$ cat config.mk
export PLATFORM = sky130hd
export DESIGN_NAME = inj_loader
export DESIGN_NICKNAME = d
export VERILOG_FILES = /design/src/rtl/ldr_pkg.sv /design/src/rtl/ldr_prim.sv /design/src/rtl/ldr_sched.sv /design/src/rtl/inj_loader.sv
export SDC_FILE = /design/constraint.sdc
export NUM_CORES = 1
export LEC_CHECK = 0
export ABC_AREA = 1
export CORE_MARGIN = 1
export CORE_UTILIZATION = 59
export CTS_CLUSTER_DIAMETER = 30
export CTS_CLUSTER_SIZE = 10
export DETAILED_ROUTE_END_ITERATION = 6
export HOLD_SLACK_MARGIN = 0.12
export PLACE_DENSITY = 0.82
export SYNTH_ARGS = -nofsm -noshare
export SYNTH_HDL_FRONTEND = slang
export SYNTH_SLANG_ARGS = --single-unit
$ cat constraint.sdc
create_clock -name clk -period 2.8 [get_ports clk]
set_input_delay 0.28 -clock clk [delete_from_list [all_inputs] [get_ports clk]]
set_output_delay 0.28 -clock clk [all_outputs]
set_load 0.005 [all_outputs]
$ cat src/rtl/ldr_pkg.sv
package ldr_pkg;
  localparam int CPU_AW = 16;

  localparam logic [7:0] OPC_LDA_IMM = 8'hA9;
  localparam logic [7:0] OPC_STA_ABS = 8'h8D;
  localparam logic [7:0] OPC_JMP_ABS = 8'h4C;
  localparam logic [7:0] OPC_LDA_ABS = 8'hAD;

  localparam logic [7:0] FL_KEY1   = 8'hAA;
  localparam logic [7:0] FL_KEY2   = 8'h55;
  localparam logic [7:0] FL_ERASE  = 8'h80;
  localparam logic [7:0] FL_SECTOR = 8'h30;
  localparam logic [7:0] FL_WRITE  = 8'hA0;

  typedef enum logic [1:0] {OP_RESET, OP_STORE, OP_LOAD, OP_IDLE} op_kind_e;

  typedef struct packed {
    op_kind_e            kind;
    logic                to_rom;
    logic [CPU_AW-1:0]   addr;
    logic [7:0]          data;
  } op_t;
endpackage

$ cat src/rtl/ldr_prim.sv
module ldr_prim
  import ldr_pkg::*;
#(
  parameter int PRE_RST  = 2,
  parameter int POST_RST = 5,
  parameter int VEC      = 'h8000
) (
  input  logic       clk,
  input  logic       rst_n,
  input  logic       bus_cyc,
  input  op_t        op,
  input  logic [7:0] bus_din,
  output logic       inj,
  output logic [7:0] inj_byte,
  output logic       rom_cs,
  output logic       ram_cs,
  output logic       cpu_rst_n,
  output logic       op_last,
  output logic [7:0] cap_q
);
  localparam int LAST_RST = PRE_RST + POST_RST + 1;
  localparam int LAST_ST  = 5;
  localparam int LAST_LD  = 6;
  localparam int MAX_STEP = (LAST_RST > LAST_LD) ? LAST_RST : LAST_LD;
  localparam int STEP_W   = $clog2(MAX_STEP + 1);
  localparam logic [15:0] VEC_W = 16'(VEC);

  logic [STEP_W-1:0] step_q;
  int                step_i;

  assign step_i = int'(step_q);

  always_comb begin
    inj       = 1'b0;
    inj_byte  = '0;
    rom_cs    = 1'b0;
    ram_cs    = 1'b0;
    cpu_rst_n = 1'b1;
    op_last   = 1'b0;
    case (op.kind)
      OP_RESET: begin
        cpu_rst_n = (step_i >= PRE_RST);
        inj       = (step_i >= PRE_RST + POST_RST);
        inj_byte  = (step_i == LAST_RST) ? VEC_W[15:8] : VEC_W[7:0];
        op_last   = (step_i == LAST_RST);
      end
      OP_STORE: begin
        op_last = (step_i == LAST_ST);
        inj     = (step_i < LAST_ST);
        case (step_i)
          0:       inj_byte = OPC_LDA_IMM;
          1:       inj_byte = op.data;
          2:       inj_byte = OPC_STA_ABS;
          3:       inj_byte = op.addr[7:0];
          4:       inj_byte = op.addr[15:8];
          default: inj_byte = '0;
        endcase
        rom_cs = op_last && op.to_rom;
        ram_cs = op_last && !op.to_rom;
      end
      OP_LOAD: begin
        op_last = (step_i == LAST_LD);
        inj     = (step_i < LAST_LD);
        case (step_i)
          0:       inj_byte = OPC_JMP_ABS;
          1:       inj_byte = VEC_W[7:0];
          2:       inj_byte = VEC_W[15:8];
          3:       inj_byte = OPC_LDA_ABS;
          4:       inj_byte = op.addr[7:0];
          5:       inj_byte = op.addr[15:8];
          default: inj_byte = '0;
        endcase
        rom_cs = op_last && op.to_rom;
        ram_cs = op_last && !op.to_rom;
      end
      default: ;
    endcase
  end

  always_ff @(posedge clk) begin
    if (!rst_n) begin
      step_q <= '0;
      cap_q  <= '0;
    end else if (bus_cyc && op.kind != OP_IDLE) begin
      if (op_last) step_q <= '0;
      else         step_q <= step_q + 1'b1;
      if (op.kind == OP_LOAD && op_last) cap_q <= bus_din;
    end
  end
endmodule

$ cat src/rtl/ldr_sched.sv
module ldr_sched
  import ldr_pkg::*;
#(
  parameter int ADDR_W    = 16,
  parameter int IO_LO     = 'h6000,
  parameter int IO_RESUME = 'h8000,
  parameter int SECTOR_W  = 12,
  parameter int UNLK_A    = 'h5555,
  parameter int UNLK_B    = 'h2AAA
) (
  input  logic       clk,
  input  logic       rst_n,
  input  logic       adv,
  input  logic       prog_mode,
  input  logic [7:0] cap_q,
  output op_t        op,
  output logic       rom_bank,
  output logic       done
);
  localparam logic [ADDR_W-1:0] IO_LO_A  = ADDR_W'(IO_LO);
  localparam logic [ADDR_W-1:0] RESUME_A = ADDR_W'(IO_RESUME);
  localparam logic [15:0]       KA       = 16'(UNLK_A);
  localparam logic [15:0]       KB       = 16'(UNLK_B);
  localparam int                ERASE_N  = 6;
  localparam int                UNLK_N   = 3;

  typedef enum logic [2:0] {PH_RST, PH_ERASE, PH_UNLK, PH_LOAD, PH_STORE, PH_DONE} phase_e;

  phase_e            ph_q;
  logic [2:0]        idx_q;
  logic [ADDR_W-1:0] addr_q, inc_a, next_a;
  logic              mode_q, bank_q, wrap, skip, sec_start;
  logic [15:0]       addr16;

  assign addr16    = 16'(addr_q);
  assign inc_a     = addr_q + 1'b1;
  assign wrap      = (inc_a == '0);
  assign skip      = (inc_a == IO_LO_A);
  assign next_a    = skip ? RESUME_A : inc_a;
  assign sec_start = (next_a[SECTOR_W-1:0] == '0);
  assign rom_bank  = bank_q;
  assign done      = (ph_q == PH_DONE);

  always_comb begin
    op = '{kind: OP_IDLE, to_rom: 1'b1, addr: addr16, data: cap_q};
    case (ph_q)
      PH_RST: op.kind = OP_RESET;
      PH_ERASE: begin
        op.kind = OP_STORE;
        case (idx_q)
          3'd0, 3'd3: begin op.addr = KA; op.data = FL_KEY1; end
          3'd1, 3'd4: begin op.addr = KB; op.data = FL_KEY2; end
          3'd2:       begin op.addr = KA; op.data = FL_ERASE; end
          default:    op.data = FL_SECTOR;
        endcase
      end
      PH_UNLK: begin
        op.kind = OP_STORE;
        case (idx_q)
          3'd0:    begin op.addr = KA; op.data = FL_KEY1; end
          3'd1:    begin op.addr = KB; op.data = FL_KEY2; end
          default: begin op.addr = KA; op.data = FL_WRITE; end
        endcase
      end
      PH_LOAD: begin
        op.kind   = OP_LOAD;
        op.to_rom = !mode_q;
      end
      PH_STORE: begin
        op.kind   = OP_STORE;
        op.to_rom = mode_q;
      end
      default: ;
    endcase
  end

  always_ff @(posedge clk) begin
    if (!rst_n) begin
      ph_q   <= PH_RST;
      idx_q  <= '0;
      addr_q <= '0;
      mode_q <= 1'b0;
      bank_q <= 1'b0;
    end else if (adv) begin
      case (ph_q)
        PH_RST: begin
          mode_q <= prog_mode;
          ph_q   <= prog_mode ? PH_ERASE : PH_LOAD;
        end
        PH_ERASE: begin
          idx_q <= (int'(idx_q) == ERASE_N - 1) ? '0 : idx_q + 1'b1;
          if (int'(idx_q) == ERASE_N - 1) ph_q <= PH_UNLK;
        end
        PH_UNLK: begin
          idx_q <= (int'(idx_q) == UNLK_N - 1) ? '0 : idx_q + 1'b1;
          if (int'(idx_q) == UNLK_N - 1) ph_q <= PH_LOAD;
        end
        PH_LOAD: ph_q <= PH_STORE;
        PH_STORE: begin
          addr_q <= next_a;
          if (skip) bank_q <= 1'b1;
          if (wrap)        ph_q <= PH_DONE;
          else if (!mode_q) ph_q <= PH_LOAD;
          else if (sec_start) ph_q <= PH_ERASE;
          else             ph_q <= PH_UNLK;
        end
        default: ;
      endcase
    end
  end
endmodule

$ cat src/rtl/inj_loader.sv
module inj_loader
  import ldr_pkg::*;
#(
  parameter int ADDR_W    = 16,
  parameter int IO_LO     = 'h6000,
  parameter int IO_RESUME = 'h8000,
  parameter int SECTOR_W  = 12,
  parameter int UNLK_A    = 'h5555,
  parameter int UNLK_B    = 'h2AAA,
  parameter int VEC       = 'h8000,
  parameter int PRE_RST   = 2,
  parameter int POST_RST  = 5
) (
  input  logic       clk,
  input  logic       rst_n,
  input  logic       bus_cyc,
  input  logic       cpu_rw,
  input  logic [7:0] bus_din,
  input  logic       prog_mode,
  output logic       cpu_rst_n,
  output logic [7:0] bus_dout,
  output logic       bus_oe,
  output logic       rom_cs,
  output logic       ram_cs,
  output logic       rom_bank,
  output logic       hold_off,
  output logic       done
);
  op_t        cur_op;
  logic       op_last, inj, adv;
  logic [7:0] inj_byte, cap_q;

  assign adv = bus_cyc && op_last;

  ldr_sched #(
    .ADDR_W(ADDR_W), .IO_LO(IO_LO), .IO_RESUME(IO_RESUME),
    .SECTOR_W(SECTOR_W), .UNLK_A(UNLK_A), .UNLK_B(UNLK_B)
  ) u_sched (
    .clk(clk), .rst_n(rst_n), .adv(adv), .prog_mode(prog_mode),
    .cap_q(cap_q), .op(cur_op), .rom_bank(rom_bank), .done(done)
  );

  ldr_prim #(
    .PRE_RST(PRE_RST), .POST_RST(POST_RST), .VEC(VEC)
  ) u_prim (
    .clk(clk), .rst_n(rst_n), .bus_cyc(bus_cyc), .op(cur_op),
    .bus_din(bus_din), .inj(inj), .inj_byte(inj_byte), .rom_cs(rom_cs),
    .ram_cs(ram_cs), .cpu_rst_n(cpu_rst_n), .op_last(op_last), .cap_q(cap_q)
  );

  assign bus_oe   = inj && cpu_rw;
  assign bus_dout = bus_oe ? inj_byte : '0;
  assign hold_off = !done;
endmodule

==> impl_metrics.csv, run 1 <==
group,metric,value,unit
cts,root_buffer,"clkbuf_8",
sta,hold_viol_final,0,
grt,grt_usage,0.3605,
floorplanning,coreArea,4880,um^2
floorplanning,dieWidth,74.26,um
place,dpl_worst_slack,0.006802,ns
min_path,hold_path.class,"register to register",
sta,skew,0.006089,ns
cells_and_area,nNetsFinal,607,
power_and_ir_drop,power_leakage,1.884,nW
route,drt_pass1_iterations,6,
grt,grt_pass1_wl,15020,um
worst_setup_path,crit_chain,"inv_4, nand3_4, nand2_4, nor2_4, ha_2, a21boi_4, nor2_8, o211ai_1, nand2_1, nand2_2, nor2_4, buf_4, clkdlybuf4s50_1",
cts,cts_sinks,36,
sta,fmax,362.5,MHz
cts,path_clk_slew,0.08,ns
sta,setup_violations,0,
synthesis,synth_top_cell_by_area,"dfxtp_1",
worst_setup_path,critical_path_class,"register to output port",
cells_and_area,utilization,0.8095,
synthesis,yosysWarnings,0,
worst_setup_path,rr_worst_depth,13,
sta,finalSetupTns,0,ns
cells_and_area,fill_cells,351,
synthesis,synth_top_family_by_area,"simple AND/OR/NAND/NOR gates",
grt,grt_overflow_total,0,
synthesis,synthMostInstantiatedCell,"nand2_1",
power_and_ir_drop,power_density,290.3,nW/um^2
grt,grt_max_degree,20,
grt,grt_pass1_vias,3348,
worst_setup_path,crit_required,2.52,ns
cts,cts_buffers,5,
place,placed_area,3513,um^2
synthesis,synth_common_cells,"nand2_1, inv_1, nor2_1",
synthesis,netlist.area_leader.share,0.2340,
cells_and_area,drive_gt1_frac,0.1829,
route,wl_per_cell,16.26,um
floorplanning,die_h,74.26,um
route,avgViaCountPerCell,5.957,
sta,tightestPinTransition,0.6060,ns
grt,antenna_found_initial,0,
sta,period_needed,2.759,ns
worst_setup_path,arrival,2.48,ns
floorplanning,num_io_pins,28,
synthesis,synth-simple-area-share,0.4216,
route,remaining_drc_errors,0,
cts,htreeDepth,2,
synthesis,synth_compound_area_frac,0.1665,
synthesis,muxShareOfSynthArea,0,
synthesis,ys_types,36,
worst_setup_path,crit_top_cell,"nor2_4",
cts,insertion_delay,0.29,ns
min_path,whs_path_depth,2,
min_path,min_from,"u_sched.rom_bank$_SDFFE_PN0P_",
cells_and_area,n_antenna_cell,0,
cells_and_area,fin_cells,652,
sta,whs,0.4519,ns
synthesis,async_flop_share,0,
synthesis,synth-seq-area-share,0.2340,
sta,maxSlewHeadroom,0.5956,
cells_and_area,final_area,3950,um^2
route,vias,3884,
worst_setup_path,r2r-start,"u_sched.ph_q[1]$_SDFFE_PN0P_",
synthesis,netlist_top_cells_area,"dfxtp_1, nand2_1, nand3_1",
cts,cts_tree,"yes",
place,gp_congestion,0.9253,
synthesis,synth_xor_xnor_area_share,0.01990,
worst_setup_path,critPathMaxFanout,5,
power_and_ir_drop,total_power,1.147,mW
synthesis,syn_nets,545,
sta,slew_violations,0,
min_path,holdPathEnd,"u_sched.rom_bank$_SDFFE_PN0P_",
floorplanning,rows,25,
floorplanning,start_util,0.6313,
synthesis,synth.avg_cell_area,5.901,um^2
worst_setup_path,cpMaxStageDelayCell,"clkdlybuf4s50_1",
place,dp.cells,625,
worst_setup_path,end_kind,"output port",
synthesis,synthFlopType,"dfxtp_1",
sta,period_share,0.9853,
synthesis,synth-edff-count,0,
synthesis,syn_inst,522,
worst_setup_path,r2r_setup_slack,0.19,ns
route,drt_iter0_drc,394,
power_and_ir_drop,peakVddDrop,318.4,uV
synthesis,synthAdderAreaFrac,0.04062,
route,final_antenna_net_count,0,
place,port_buffers,27,
cells_and_area,area_delta_synth_final,28.23,%
worst_setup_path,worstSetupStartpointType,"register",
sta,setup_ws,0.04116,ns
synthesis,ys_ff_latch,36,
place,place_hpwl,7105,um
run_status,status,"complete, no violations",
floorplanning,die-area,5514,um^2
cts,cts_buffer_depth,2,
worst_setup_path,r2r-end,"u_prim.cap_q[7]$_SDFFE_PN0P_",
job,maxCapViolations,0,
route,wl,10600,um
synthesis,syn_area,3080,um^2
worst_setup_path,max_stage_delay,0.44,ns
## cells by family (layout without fill, tap and decap cells)
logic type | Yosys count | count (layout)
compound gates | 91 | 91
simple gates | 289 | 289
fa+ha+maj | 10 | 10
xor+xnor | 7 | 7
buf+inv | 89 | 152
flops | 36 | 36
## critical path, delay by kind of cell (launching register included)
family,cells,cell delay [ns]
buffers and inverters,3,0.61
and+or+nand+nor,7,0.59
DFF,1,0.42
AOI/OAI and AO/OA,2,0.36
adders and majority gates,1,0.19
## flip-flops by register name (all words and copies together) (netlist names)
signal            count
u_sched.addr16       16
u_sched.mode_q        1
u_sched.ph_q          3
u_prim.step_q         4
u_sched.idx_q         3
u_sched.rom_bank      1
u_prim.cap_q          8
## metal layers
| layer | global-route usage | vias up | part of all wire |
|---|---|---|---|
| li1 | - | 1815 | - |
| met1 | 0.3992 | 1742 | 0.38 |
| met2 | 0.6616 | 250 | 0.48 |
| met3 | 0.06640 | 77 | 0.086 |
| met4 | 0.1740 | 0 | 0.052 |
| met5 | 0 | - | 0 |
## layout make-up
type | count | area, um^2 | area share
multi-input combinational | 397 | 2132 | 0.5398
sequential | 36 | 734.5 | 0.1859
timing repair buffer | 64 | 560.5 | 0.1419
inverter | 80 | 312.8 | 0.07919
clock buffer | 7 | 96.34 | 0.02439
tap | 67 | 83.83 | 0.02122
clock inverter | 1 | 30.03 | 0.007602
## worst max path at each step
stage | startpoint | to | slack (ns) | cells past startpoint
final | u_sched.ph_q[1]$_SDFFE_PN0P_ | bus_oe | 0.04 | 13
after global routing | u_sched.ph_q[1]$_SDFFE_PN0P_ | bus_oe | -0.1 | 13
after CTS | u_sched.ph_q[0]$_SDFFE_PN0P_ | bus_dout[4] | -0.02 | 15
after detailed placement | u_sched.ph_q[1]$_SDFFE_PN0P_ | bus_dout[4] | 0.007 | 15
after global placement | u_sched.idx_q[2]$_SDFFE_PN0P_ | bus_dout[6] | 0.12 | 14
after floorplan | u_sched.ph_q[1]$_SDFFE_PN0P_ | bus_dout[2] | 0.32 | 13
## layout by cell type, fill, tap and decap left out, types with 4 or more instances in the layout
master / count
nor2_1: 55
nand2_1: 131
a21oi_1: 40
dlymetal6s2s_1: 5
nand2_2: 9
nor2_4: 5
inv_1: 69
inv_2: 7
buf_6: 4
xor2_1: 6
nand2_4: 5
clkdlybuf4s50_1: 19
o21ai_1: 4
clkbuf_8: 7
buf_4: 33
nand4_1: 12
nand3_1: 53
o211ai_1: 6
ha_1: 5
nand3_2: 5
o21ai_0: 28
nor2_2: 7
dfxtp_1: 31
## timing repair
action	in CTS	in global routing
setup buffers	8	11
pin swaps	2	9
gates resized for setup	26	42
hold buffers	0	0
setup endpoints to repair	11	9
## report_power, final
part,switching (mW),internal [mW]
Clock,0.204,0.315
Combinational,0.0645,0.0474
Sequential,0.00413,0.511
Note: power is estimated with default switching activity, not from simulation.
==> run 2, diff against run 1 <==
CAP_MARGIN = 20   (was not set)
CORE_MARGIN = not set   (was 1)
==> results of run 2 <==
Same layout as run 1: the final DEF is identical, and so are final timing and power.
==> run 3, diff against run 2 <==
SETUP_SLACK_MARGIN = 0.2   (was not set)
SKIP_CTS_REPAIR_TIMING = 1   (was not set)
==> run 3 against run 2 <==
  * Flip-flop and latch count unchanged
  * Largest power group unchanged
  * Die area unchanged
  * Wire length is 0.27% higher
  * First-iteration DRC count is 1.3% lower
  * Design area increased by 0.70%
  * Non-clock buffer count increased by 2
  * Critical path depth increased by 3
  * Sequential power is essentially flat
  * Fmax decreased by 1.3%
==> impl_metrics.csv, run 3 (synthesis gave the netlist of run 1 again) <==
group,metric,value,unit
run_status,status,"complete, no violations",
worst_setup_path,worstSetupStartpointType,"register",
route,wl_per_cell,16.26,um
grt,grt_overflow_total,0,
power_and_ir_drop,peakVddDrop,298.4,uV
place,dpl_worst_slack,0.006802,ns
floorplanning,die_h,74.26,um
route,avgViaCountPerCell,5.902,
cts,insertion_delay,0.30,ns
worst_setup_path,r2r_setup_slack,0.31,ns
route,wl,10630,um
cts,cts_buffers,5,
floorplanning,start_util,0.6313,
cells_and_area,drive_gt1_frac,0.1942,
cells_and_area,layout_common_cells,"nand2_1, inv_1, nor2_1, nand3_1, a21oi_1",
min_path,hold_path.class,"register to register",
min_path,whs_path_depth,2,
power_and_ir_drop,power_leakage,1.890,nW
grt,grt_pass1_wl,14170,um
route,drt_pass1_iterations,6,
job,maxCapViolations,0,
sta,hold_viol_final,0,
cts,htreeDepth,2,
cts,cts_buffer_depth,2,
sta,setup_violations,0,
cells_and_area,nNetsFinal,609,
place,port_buffers,27,
worst_setup_path,arrival,2.51,ns
worst_setup_path,end_kind,"output port",
floorplanning,dieWidth,74.26,um
grt,grt_pass1_vias,3208,
worst_setup_path,r2r-start,"u_sched.ph_q[1]$_SDFFE_PN0P_",
route,drt_iter0_drc,389,
cells_and_area,area_delta_synth_final,29.12,%
sta,period_needed,2.794,ns
min_path,min_from,"u_sched.rom_bank$_SDFFE_PN0P_",
cts,cts_sinks,36,
place,place_hpwl,7105,um
worst_setup_path,critPathMaxFanout,4,
sta,whs,0.4522,ns
grt,grt_max_degree,20,
cells_and_area,layout_commonest_cell,"nand2_1",
sta,slew_violations,0,
sta,rsz0062_at_grt,"true",
sta,fmax,357.9,MHz
sta,skew,0.005296,ns
cts,path_clk_slew,0.08,ns
cts,cts_tree,"yes",
sta,tightestPinTransition,0.6181,ns
grt,grt_usage,0.3389,
power_and_ir_drop,power_density,288.4,nW/um^2
worst_setup_path,r2r-end,"u_prim.cap_q[7]$_SDFFE_PN0P_",
route,remaining_drc_errors,0,
sta,setup_ws,0.006050,ns
sta,maxSlewHeadroom,0.5875,
cells_and_area,largest_register_ffs,16,
min_path,holdPathEnd,"u_sched.rom_bank$_SDFFE_PN0P_",
floorplanning,coreArea,4880,um^2
cts,root_buffer,"clkbuf_8",
route,vias,3860,
cells_and_area,n_antenna_cell,0,
floorplanning,num_io_pins,28,
route,final_antenna_net_count,0,
sta,period_share,0.9978,
grt,antenna_found_initial,0,
floorplanning,rows,25,
floorplanning,die-area,5514,um^2
place,gp_congestion,0.9253,
worst_setup_path,critical_path_class,"register to output port",
worst_setup_path,crit_required,2.52,ns
worst_setup_path,rr_worst_depth,12,
## run 3: worst max-delay path: stages (launching register included)
cell and delay (ns):
dfxtp_4 0.41, inv_4 0.06, nand3_4 0.09, nand2_4 0.08, nor2_4 0.15, ha_2 0.19
a21boi_4 0.34, nor2_8 0.04, o211ai_1 0.09, nand2_1 0.10, nand2_2 0.11, nor2_4 0.06
buf_6 0.14, buf_6 0.11, inv_4 0.04, a21oi_1 0.03, dlymetal6s2s_1 0.16
## run 3: through the flow
| step | instances | setup TNS [ns] | power (mW) | utilization | cell area, um^2 |
|---|---|---|---|---|---|
| global route | 654 | -0.3837 | 1.169 | 0.8151 | 3978 |
| finish | 654 | 0 | 1.147 | 0.8151 | 3978 |
| global placement | 625 | 0 | 0.6295 | 0.7200 | 3513 |
| CTS | 633 | -2.605 | 1.136 | 0.7459 | 3640 |
| detailed placement | 625 | 0 | 0.6298 | 0.7200 | 3513 |
| floorplan | 522 | 0 | 0.5843 | - | 3080 |
## run 3: layout make-up
cell class,count,area [um^2]
clock buffers,7,96.34
repair buffers,66,588.1
well taps,67,83.83
inverters,80,315.3
clock inverters,1,30.03
fillers,352,902.1
multi-input cells,397,2126
flip-flops and latches,36,738.2
## run 3: power by group
| part | switching, mW | internal, mW | leakage, nW |
|---|---|---|---|
| sequential | 0.00343 | 0.510 | 0.295 |
| clock | 0.206 | 0.315 | 0.0645 |
| combinational | 0.0686 | 0.0444 | 1.53 |
| total | 0.278 | 0.869 | 1.89 |
## run 3: worst max path at each step
stage	start	endpoint	slack, ns	cells after the start
finish	u_sched.ph_q[1]$_SDFFE_PN0P_	bus_dout[5]	0.006	16
global route	u_sched.ph_q[0]$_SDFFE_PN0P_	bus_dout[5]	-0.10	16
CTS	u_sched.ph_q[1]$_SDFFE_PN0P_	bus_dout[4]	-0.33	15
detailed placement	u_sched.ph_q[1]$_SDFFE_PN0P_	bus_dout[4]	0.007	15
global placement	u_sched.idx_q[2]$_SDFFE_PN0P_	bus_dout[6]	0.12	14
floorplan	u_sched.ph_q[1]$_SDFFE_PN0P_	bus_dout[2]	0.32	13
## run 3: metal layers
metal	global-route usage	vias to the layer above	routed length, um
met1	0.3865	1736	4101
li1	-	1826	-
met5	0	-	0
met4	0.1635	0	507
met2	0.6152	240	5139
met3	0.05285	58	883
